===== config.mk =====
export PLATFORM = sky130hd
export DESIGN_NAME = ghash_mac
export DESIGN_NICKNAME = d
export VERILOG_FILES = /design/src/rtl/ghash_pkg.sv /design/src/rtl/ghash_digit_array.sv /design/src/rtl/ghash_pad.sv /design/src/rtl/ghash_ctrl.sv /design/src/rtl/ghash_mac.sv
export SDC_FILE = /design/constraint.sdc
export NUM_CORES = 2
export LEC_CHECK = 0
export BUFFER_PORTS_ARGS = -buffer_cell sky130_fd_sc_hd__buf_2
export CELL_PAD_IN_SITES_DETAIL_PLACEMENT = 1
export CELL_PAD_IN_SITES_GLOBAL_PLACEMENT = 1
export CORE_UTILIZATION = 35
export CTS_CLUSTER_DIAMETER = 100
export DETAILED_ROUTE_END_ITERATION = 10
export GPL_TIMING_DRIVEN = 1
export PLACE_DENSITY = 0.69
export SETUP_SLACK_MARGIN = 0.15
export SLEW_MARGIN = 5
export SYNTH_ARGS = -nofsm -noshare
export SYNTH_HDL_FRONTEND = slang
export SYNTH_HIERARCHICAL = 1
export SYNTH_SLANG_ARGS = --single-unit
export TNS_END_PERCENT = 20

===== constraint.sdc =====
create_clock -name clk -period 3.5 [get_ports clk]
set_input_delay 0.7 -clock clk [delete_from_list [all_inputs] [get_ports clk]]
set_output_delay 0.7 -clock clk [all_outputs]
set_load 0.03 [all_outputs]

===== src/rtl/ghash_pkg.sv =====
package ghash_pkg;

   localparam int BLK_W  = 128;
   localparam int BYTE_N = BLK_W / 8;

   typedef logic [BLK_W-1:0] blk_t;

   // word type on in_kind; bit 1 set means finish
   typedef enum logic [1:0] {
      KIND_AAD  = 2'b00,
      KIND_CT   = 2'b01,
      KIND_FIN  = 2'b10,
      KIND_FINX = 2'b11
   } kind_e;

   // x^128 = x^7 + x^2 + x + 1, reflected: coefficients x^0,x^1,x^2,x^7 in the top byte
   localparam blk_t RED_POLY = {8'hE1, 120'd0};

   // multiply by x in the reflected representation
   function automatic blk_t gf_mulx(input blk_t v);
      gf_mulx = {1'b0, v[BLK_W-1:1]} ^ (v[0] ? RED_POLY : '0);
   endfunction

endpackage


===== src/rtl/ghash_digit_array.sv =====
module ghash_digit_array
   import ghash_pkg::*;
#(
   parameter int DIGIT_W = 16
) (
   input  blk_t               a_i,
   input  blk_t               z_i,
   input  logic [DIGIT_W-1:0] digit_i,
   output blk_t               z_o
);

   // a_i * x^k for k = 0 .. DIGIT_W-1
   blk_t ashift [DIGIT_W];
   // z_i * x^k for k = 0 .. DIGIT_W
   blk_t zshift [DIGIT_W+1];
   // running partial-product sum
   blk_t psum   [DIGIT_W+1];

   assign ashift[0] = a_i;
   assign zshift[0] = z_i;
   assign psum[0]   = '0;

   generate
      for (genvar k = 1; k < DIGIT_W; k++) begin : g_ash
         assign ashift[k] = gf_mulx(ashift[k-1]);
      end
      for (genvar k = 0; k < DIGIT_W; k++) begin : g_row
         assign zshift[k+1] = gf_mulx(zshift[k]);
         // digit bit DIGIT_W-1-k carries the coefficient of x^k within the digit
         assign psum[k+1]   = psum[k] ^ (digit_i[DIGIT_W-1-k] ? ashift[k] : '0);
      end
   endgenerate

   // Horner step: Z*x^DIGIT_W + A*digit
   assign z_o = zshift[DIGIT_W] ^ psum[DIGIT_W];

endmodule


===== src/rtl/ghash_pad.sv =====
module ghash_pad
   import ghash_pkg::*;
#(
   parameter int LEN_W = 64
) (
   input  blk_t             data_i,
   input  logic [4:0]       nbytes_i,
   input  logic             fin_i,
   input  logic [LEN_W-1:0] len_a_i,
   input  logic [LEN_W-1:0] len_c_i,
   output blk_t             word_o,
   output logic [7:0]       bits_o
);

   logic [4:0] nb_eff;
   blk_t       masked;

   assign nb_eff = (nbytes_i == 5'd0 || nbytes_i > 5'(BYTE_N)) ? 5'(BYTE_N) : nbytes_i;
   assign bits_o = {nb_eff, 3'b000};

   generate
      for (genvar b = 0; b < BYTE_N; b++) begin : g_byte
         assign masked[BLK_W-1-8*b -: 8] =
            (nb_eff > 5'(b)) ? data_i[BLK_W-1-8*b -: 8] : 8'h00;
      end
   endgenerate

   assign word_o = fin_i ? {len_a_i, len_c_i} : masked;

endmodule


===== src/rtl/ghash_ctrl.sv =====
module ghash_ctrl #(
   parameter int STEPS = 8,
   localparam int CNT_W = (STEPS > 1) ? $clog2(STEPS) : 1
) (
   input  logic             clk,
   input  logic             rst_n,
   input  logic             clear,
   input  logic             accept_i,
   input  logic             fin_i,
   output logic             busy_o,
   output logic [CNT_W-1:0] step_o,
   output logic             last_o,
   output logic             done_o
);

   logic             busy_q;
   logic [CNT_W-1:0] cnt_q;
   logic             fin_q;
   logic             done_q;

   assign busy_o = busy_q;
   assign step_o = cnt_q;
   assign last_o = busy_q && (cnt_q == CNT_W'(STEPS-1));
   assign done_o = done_q;

   always_ff @(posedge clk or negedge rst_n) begin
      if (!rst_n) begin
         busy_q <= 1'b0;
         cnt_q  <= '0;
         fin_q  <= 1'b0;
         done_q <= 1'b0;
      end else if (clear) begin
         busy_q <= 1'b0;
         cnt_q  <= '0;
         fin_q  <= 1'b0;
         done_q <= 1'b0;
      end else begin
         done_q <= 1'b0;
         if (accept_i) begin
            busy_q <= 1'b1;
            cnt_q  <= '0;
            fin_q  <= fin_i;
         end else if (busy_q) begin
            if (cnt_q == CNT_W'(STEPS-1)) begin
               busy_q <= 1'b0;
               done_q <= fin_q;
            end else begin
               cnt_q <= cnt_q + 1'b1;
            end
         end
      end
   end

endmodule


===== src/rtl/ghash_mac.sv =====
module ghash_mac
   import ghash_pkg::*;
#(
   parameter int DIGIT_W = 16,
   parameter int LEN_W   = 64,
   localparam int STEPS  = BLK_W / DIGIT_W,
   localparam int CNT_W  = (STEPS > 1) ? $clog2(STEPS) : 1
) (
   input  logic         clk,
   input  logic         rst_n,
   input  logic         clear,
   input  logic [127:0] hkey,
   input  logic         in_valid,
   output logic         in_ready,
   input  logic [1:0]   in_kind,
   input  logic [4:0]   in_nbytes,
   input  logic [127:0] in_data,
   output logic [127:0] tag_o,
   output logic         done_o
);

   generate
      if (BLK_W % DIGIT_W != 0 || STEPS < 2) begin : g_bad_digit
         $error("ghash_mac: DIGIT_W must divide 128 into at least two digits");
      end
      if (2 * LEN_W != BLK_W) begin : g_bad_len
         $error("ghash_mac: LEN_W must be half the block width");
      end
   endgenerate

   logic             busy;
   logic             last;
   logic [CNT_W-1:0] step;
   logic             accept;
   logic             fin;
   blk_t             word;
   logic [7:0]       add_bits;
   blk_t             z_next;

   blk_t             x_q;
   blk_t             a_q;
   blk_t             z_q;
   logic [LEN_W-1:0] len_a_q;
   logic [LEN_W-1:0] len_c_q;

   logic [DIGIT_W-1:0] hdig [STEPS];

   generate
      for (genvar s = 0; s < STEPS; s++) begin : g_hdig
         assign hdig[s] = hkey[s*DIGIT_W +: DIGIT_W];
      end
   endgenerate

   assign in_ready = ~busy;
   assign accept   = in_valid & ~busy & ~clear;
   assign fin      = in_kind[1];

   ghash_ctrl #(.STEPS(STEPS)) u_ctrl (
      .clk      (clk),
      .rst_n    (rst_n),
      .clear    (clear),
      .accept_i (accept),
      .fin_i    (fin),
      .busy_o   (busy),
      .step_o   (step),
      .last_o   (last),
      .done_o   (done_o)
   );

   ghash_pad #(.LEN_W(LEN_W)) u_pad (
      .data_i   (in_data),
      .nbytes_i (in_nbytes),
      .fin_i    (fin),
      .len_a_i  (len_a_q),
      .len_c_i  (len_c_q),
      .word_o   (word),
      .bits_o   (add_bits)
   );

   ghash_digit_array #(.DIGIT_W(DIGIT_W)) u_arr (
      .a_i     (a_q),
      .z_i     (z_q),
      .digit_i (hdig[step]),
      .z_o     (z_next)
   );

   always_ff @(posedge clk or negedge rst_n) begin
      if (!rst_n) begin
         x_q     <= '0;
         a_q     <= '0;
         z_q     <= '0;
         len_a_q <= '0;
         len_c_q <= '0;
      end else if (clear) begin
         x_q     <= '0;
         a_q     <= '0;
         z_q     <= '0;
         len_a_q <= '0;
         len_c_q <= '0;
      end else if (accept) begin
         a_q <= x_q ^ word;
         z_q <= '0;
         if (!fin) begin
            if (in_kind[0]) len_c_q <= len_c_q + LEN_W'(add_bits);
            else            len_a_q <= len_a_q + LEN_W'(add_bits);
         end
      end else if (busy) begin
         z_q <= z_next;
         if (last) x_q <= z_next;
      end
   end

   assign tag_o = x_q;

endmodule


==> results.yml <==
critical_path:
  crit_top_cell: "buf_4"
  slowest_stage: "mux4_2"
  cpPeakStageDelay_ns: 0.53
  worst_setup_path_end_kind: "flip-flop"
  cp_max_fo: 7
  worstPathRequired_ns: 4.13
  path_cells: "buf_4, clkbuf_16, mux4_2, mux2_4, buf_16, buf_4, buf_4, nand2_1, xor2_1, xnor2_1, xnor2_1, xnor2_2, xnor2_2, nand2_1, a21oi_1"
  crit_type: "flip-flop to flip-flop"
  worst-endpoint-arrival_ns: 4.42
  startpoint_type: "flip-flop"
drt:
  drt_iter0_drc: 5919
  wl_per_cell_um: 27.9
  wl_um: 281000
  first_pass_iters: 6
  vias_per_cell: 5.68
  drtAntennaViolNets: 0
  num_vias: 57300
  drcViolationCount: 0
synth:
  synth_flop_cell: "dfrtp_1"
  synth-edff-count: 0
  yosysWarnings: 6
  synth-seq-cells: 518
  postSynthCellCount: 7320
  ys_seq_area_share_pct: 23.3
  synth_cell_types: 91
  ys_async_sr_fraction_pct: 100
  syn_avg_cell_area_um2: 7.59
  synth_area_um2: 55600
die:
  initial_utilization_pct: 35.4
  rows: 145
  dieArea_um2: 160000
  die_h_um: 400
  core_area_um2: 157000
  die_x_um: 400
  io_pins: 397
placement:
  dp_hpwl_um: 193000
  place_inst: 9830
  port_buffers: 396
  gp_congestion: 0.944
sta:
  setup_ws_ns: -0.292
  worstMarginPinSlew_ns: 1.08
  holdWs_ns: 0.301
  final.setup_skew_ns: 0.0581
  period_needed_ns: 3.79
  fin_crit_sh_pct: 108
  rsz0062_at_grt: "yes"
  fmaxAchievable_ghz: 0.264
  hold_viol: 0
  setup_viol_count_final: 249
  slew_headroom_pct: 27.7
  slew_violations: 0
global_route:
  grt_max_degree: 183
  antenna_found_initial: 7
  overflow: 0
  grt_pass1_vias: 57300
  grt_pass1_wl_um: 392000
  grt_usage_pct: 32.3
clock_network:
  cts_buffers: 61
  cts.path.max_buffers: 3
  cts.sink_count: 518
  cts_htree_levels: 2
  root_buffer: "clkbuf_16"
  clk_latency_ns: 0.71
  clk_pin_slew_worst_paths_ns: 0.07
  cts_tree: "done"
finish:
  most-common-layout-cells: "nand2_1 (2287), xnor2_1 (1670), buf_4 (688)"
  layout.cells.non_filler: 10100
  fin_nets: 8264
  layout_commonest_cell: "nand2_1"
  drive_gt1_share_pct: 21.3
  area_delta_synth_final_pct: 26.2
run:
  cap_violations: 0
status:
  violations: "setup timing"
  status: "finished with violations"
power:
  p_leak_nw: 27.7
  worst_ir_drop_vdd_v: 0.000366
  powerDensity_nw_per_um2: 375
hold_path:
  holdCritPathClass: "input pin to flip-flop"
critical path: cells and delay by family (launching register included):
kind	cells	cell delay [ns]
XOR/XNOR	5	1.12
multiplexers	2	0.92
buffers and inverters	5	0.84
flip-flops	1	0.39
AND/OR/NAND/NOR	2	0.24
AO/OA/AOI/OAI	1	0.16
power breakdown:
part	switching [mW]	internal (mW)	leakage [nW]
Clock	2.99	4.19	1.08
Sequential	0.522	6.17	7.18
Combinational	6.85	5.57	19.4
cell type report:
type / count / area, um^2
timing repair buffer: 1261 / 10700
multi-input combinational: 6105 / 41500
antenna: 3 / 7.51
tap: 2058 / 2570
inverter: 29 / 113
sequential: 518 / 13000
fill: 18800 / 86800
clock inverter: 28 / 468
clock buffer: 86 / 1760
worst paths after layout:
| check | endpoint | from | cells after the start | slack (ns) |
|---|---|---|---|---|
| max | tag_o[87] | u_ctrl/step_o[0] | 15 | -0.29 |
| min reg2reg | a_q[46] | a_q[46] | 1 | 0.52 |
| max in group asynchronous | len_a_q[47] | rst_n | 3 | 1.87 |
| max reg2reg | tag_o[87] | u_ctrl/step_o[0] | 15 | -0.29 |
| min in group asynchronous | tag_o[75] | rst_n | 2 | 0.57 |
| min | tag_o[2] | clear | 2 | 0.30 |
Yosys cell counts (19+ instances only):
cell	n	share of area, %
nor3_1	30	0.27
buf_1	108	0.73
nor2b_1	23	0.26
nor2_1	319	2.2
a21oi_1	198	1.8
ha_1	19	0.43
nand3_1	39	0.35
mux2_2	22	0.45
mux2i_1	84	1.5
xnor3_1	26	1.1
or3_1	25	0.28
buf_2	84	0.76
xor2_1	491	7.7
a22o_1	179	2.8
o21ai_0	62	0.56
nand2_1	2326	16
xnor2_1	1770	28
o2111ai_1	32	0.50
nand4_1	26	0.29
clkbuf_1	464	3.1
dfrtp_1	518	23
a22oi_1	130	1.8
inv_1	29	0.20
o211ai_1	20	0.27
mux4_2	32	1.3
sequential cells by signal (all words and copies together), names as in the netlist:
signal and count:
len_c_q 64, z_q 128, u_ctrl/step_o 3, len_a_q 64
u_ctrl/done_o 1, u_ctrl/busy_o 1, tag_o 128, a_q 128
u_ctrl/fin_q 1
through the flow:
stage | instance area [um^2] | setup TNS (ns) | utilization (%) | power [mW] | worst slack, ns
2_1_floorplan | 55800 | 0 | - | 12.2 | 0.0960
3_3_place_gp | 64200 | -14.56 | 40.9 | 17.1 | -0.293
3_5_place_dp | 64200 | -24.05 | 40.9 | 17.2 | -0.287
4_1_cts | 67900 | -5.73 | 43.3 | 25.1 | -0.125
5_1_grt | 70100 | -53.72 | 44.7 | 26.8 | -0.360
6_report | 70100 | -31.34 | 44.7 | 26.3 | -0.292
metal layers:
metal	up-vias	routed length (um)	global-route usage, %
li1	24500	-	-
met1	29200	112000	42.9
met4	2	18400	15.8
met3	735	24000	4.54
met5	-	13	0
met2	2931	127000	51.5
kinds of logic (layout without fill, tap and decap cells):
| group | after synthesis | in the layout | synth area share, % |
|---|---|---|---|
| AO/OA/AOI/OAI | 711 | 711 | 9.18 |
| XOR/XNOR | 2309 | 2309 | 37.6 |
| adder cells (fa/ha/maj) | 21 | 21 | 0.500 |
| buffers and inverters | 705 | 1404 | 5.11 |
| flip-flops | 518 | 518 | 23.3 |
| multiplexers | 138 | 144 | 3.26 |
| other | 1 | 6 | 0.00675 |
| AND/OR/NAND/NOR | 2917 | 2917 | 21.1 |
what timing repair did:
| action | CTS | global route |
|---|---|---|
| gates resized for setup | 112 | 196 |
| gates cloned | 19 | 27 |
| pin swaps | 81 | 191 |
| hold buffers | 1 | 0 |
| setup endpoints to repair | 249 | 256 |
| hold endpoints to repair | 1 | 0 |
| setup buffers | 41 | 54 |
Power figures use the tool's default switching activity.
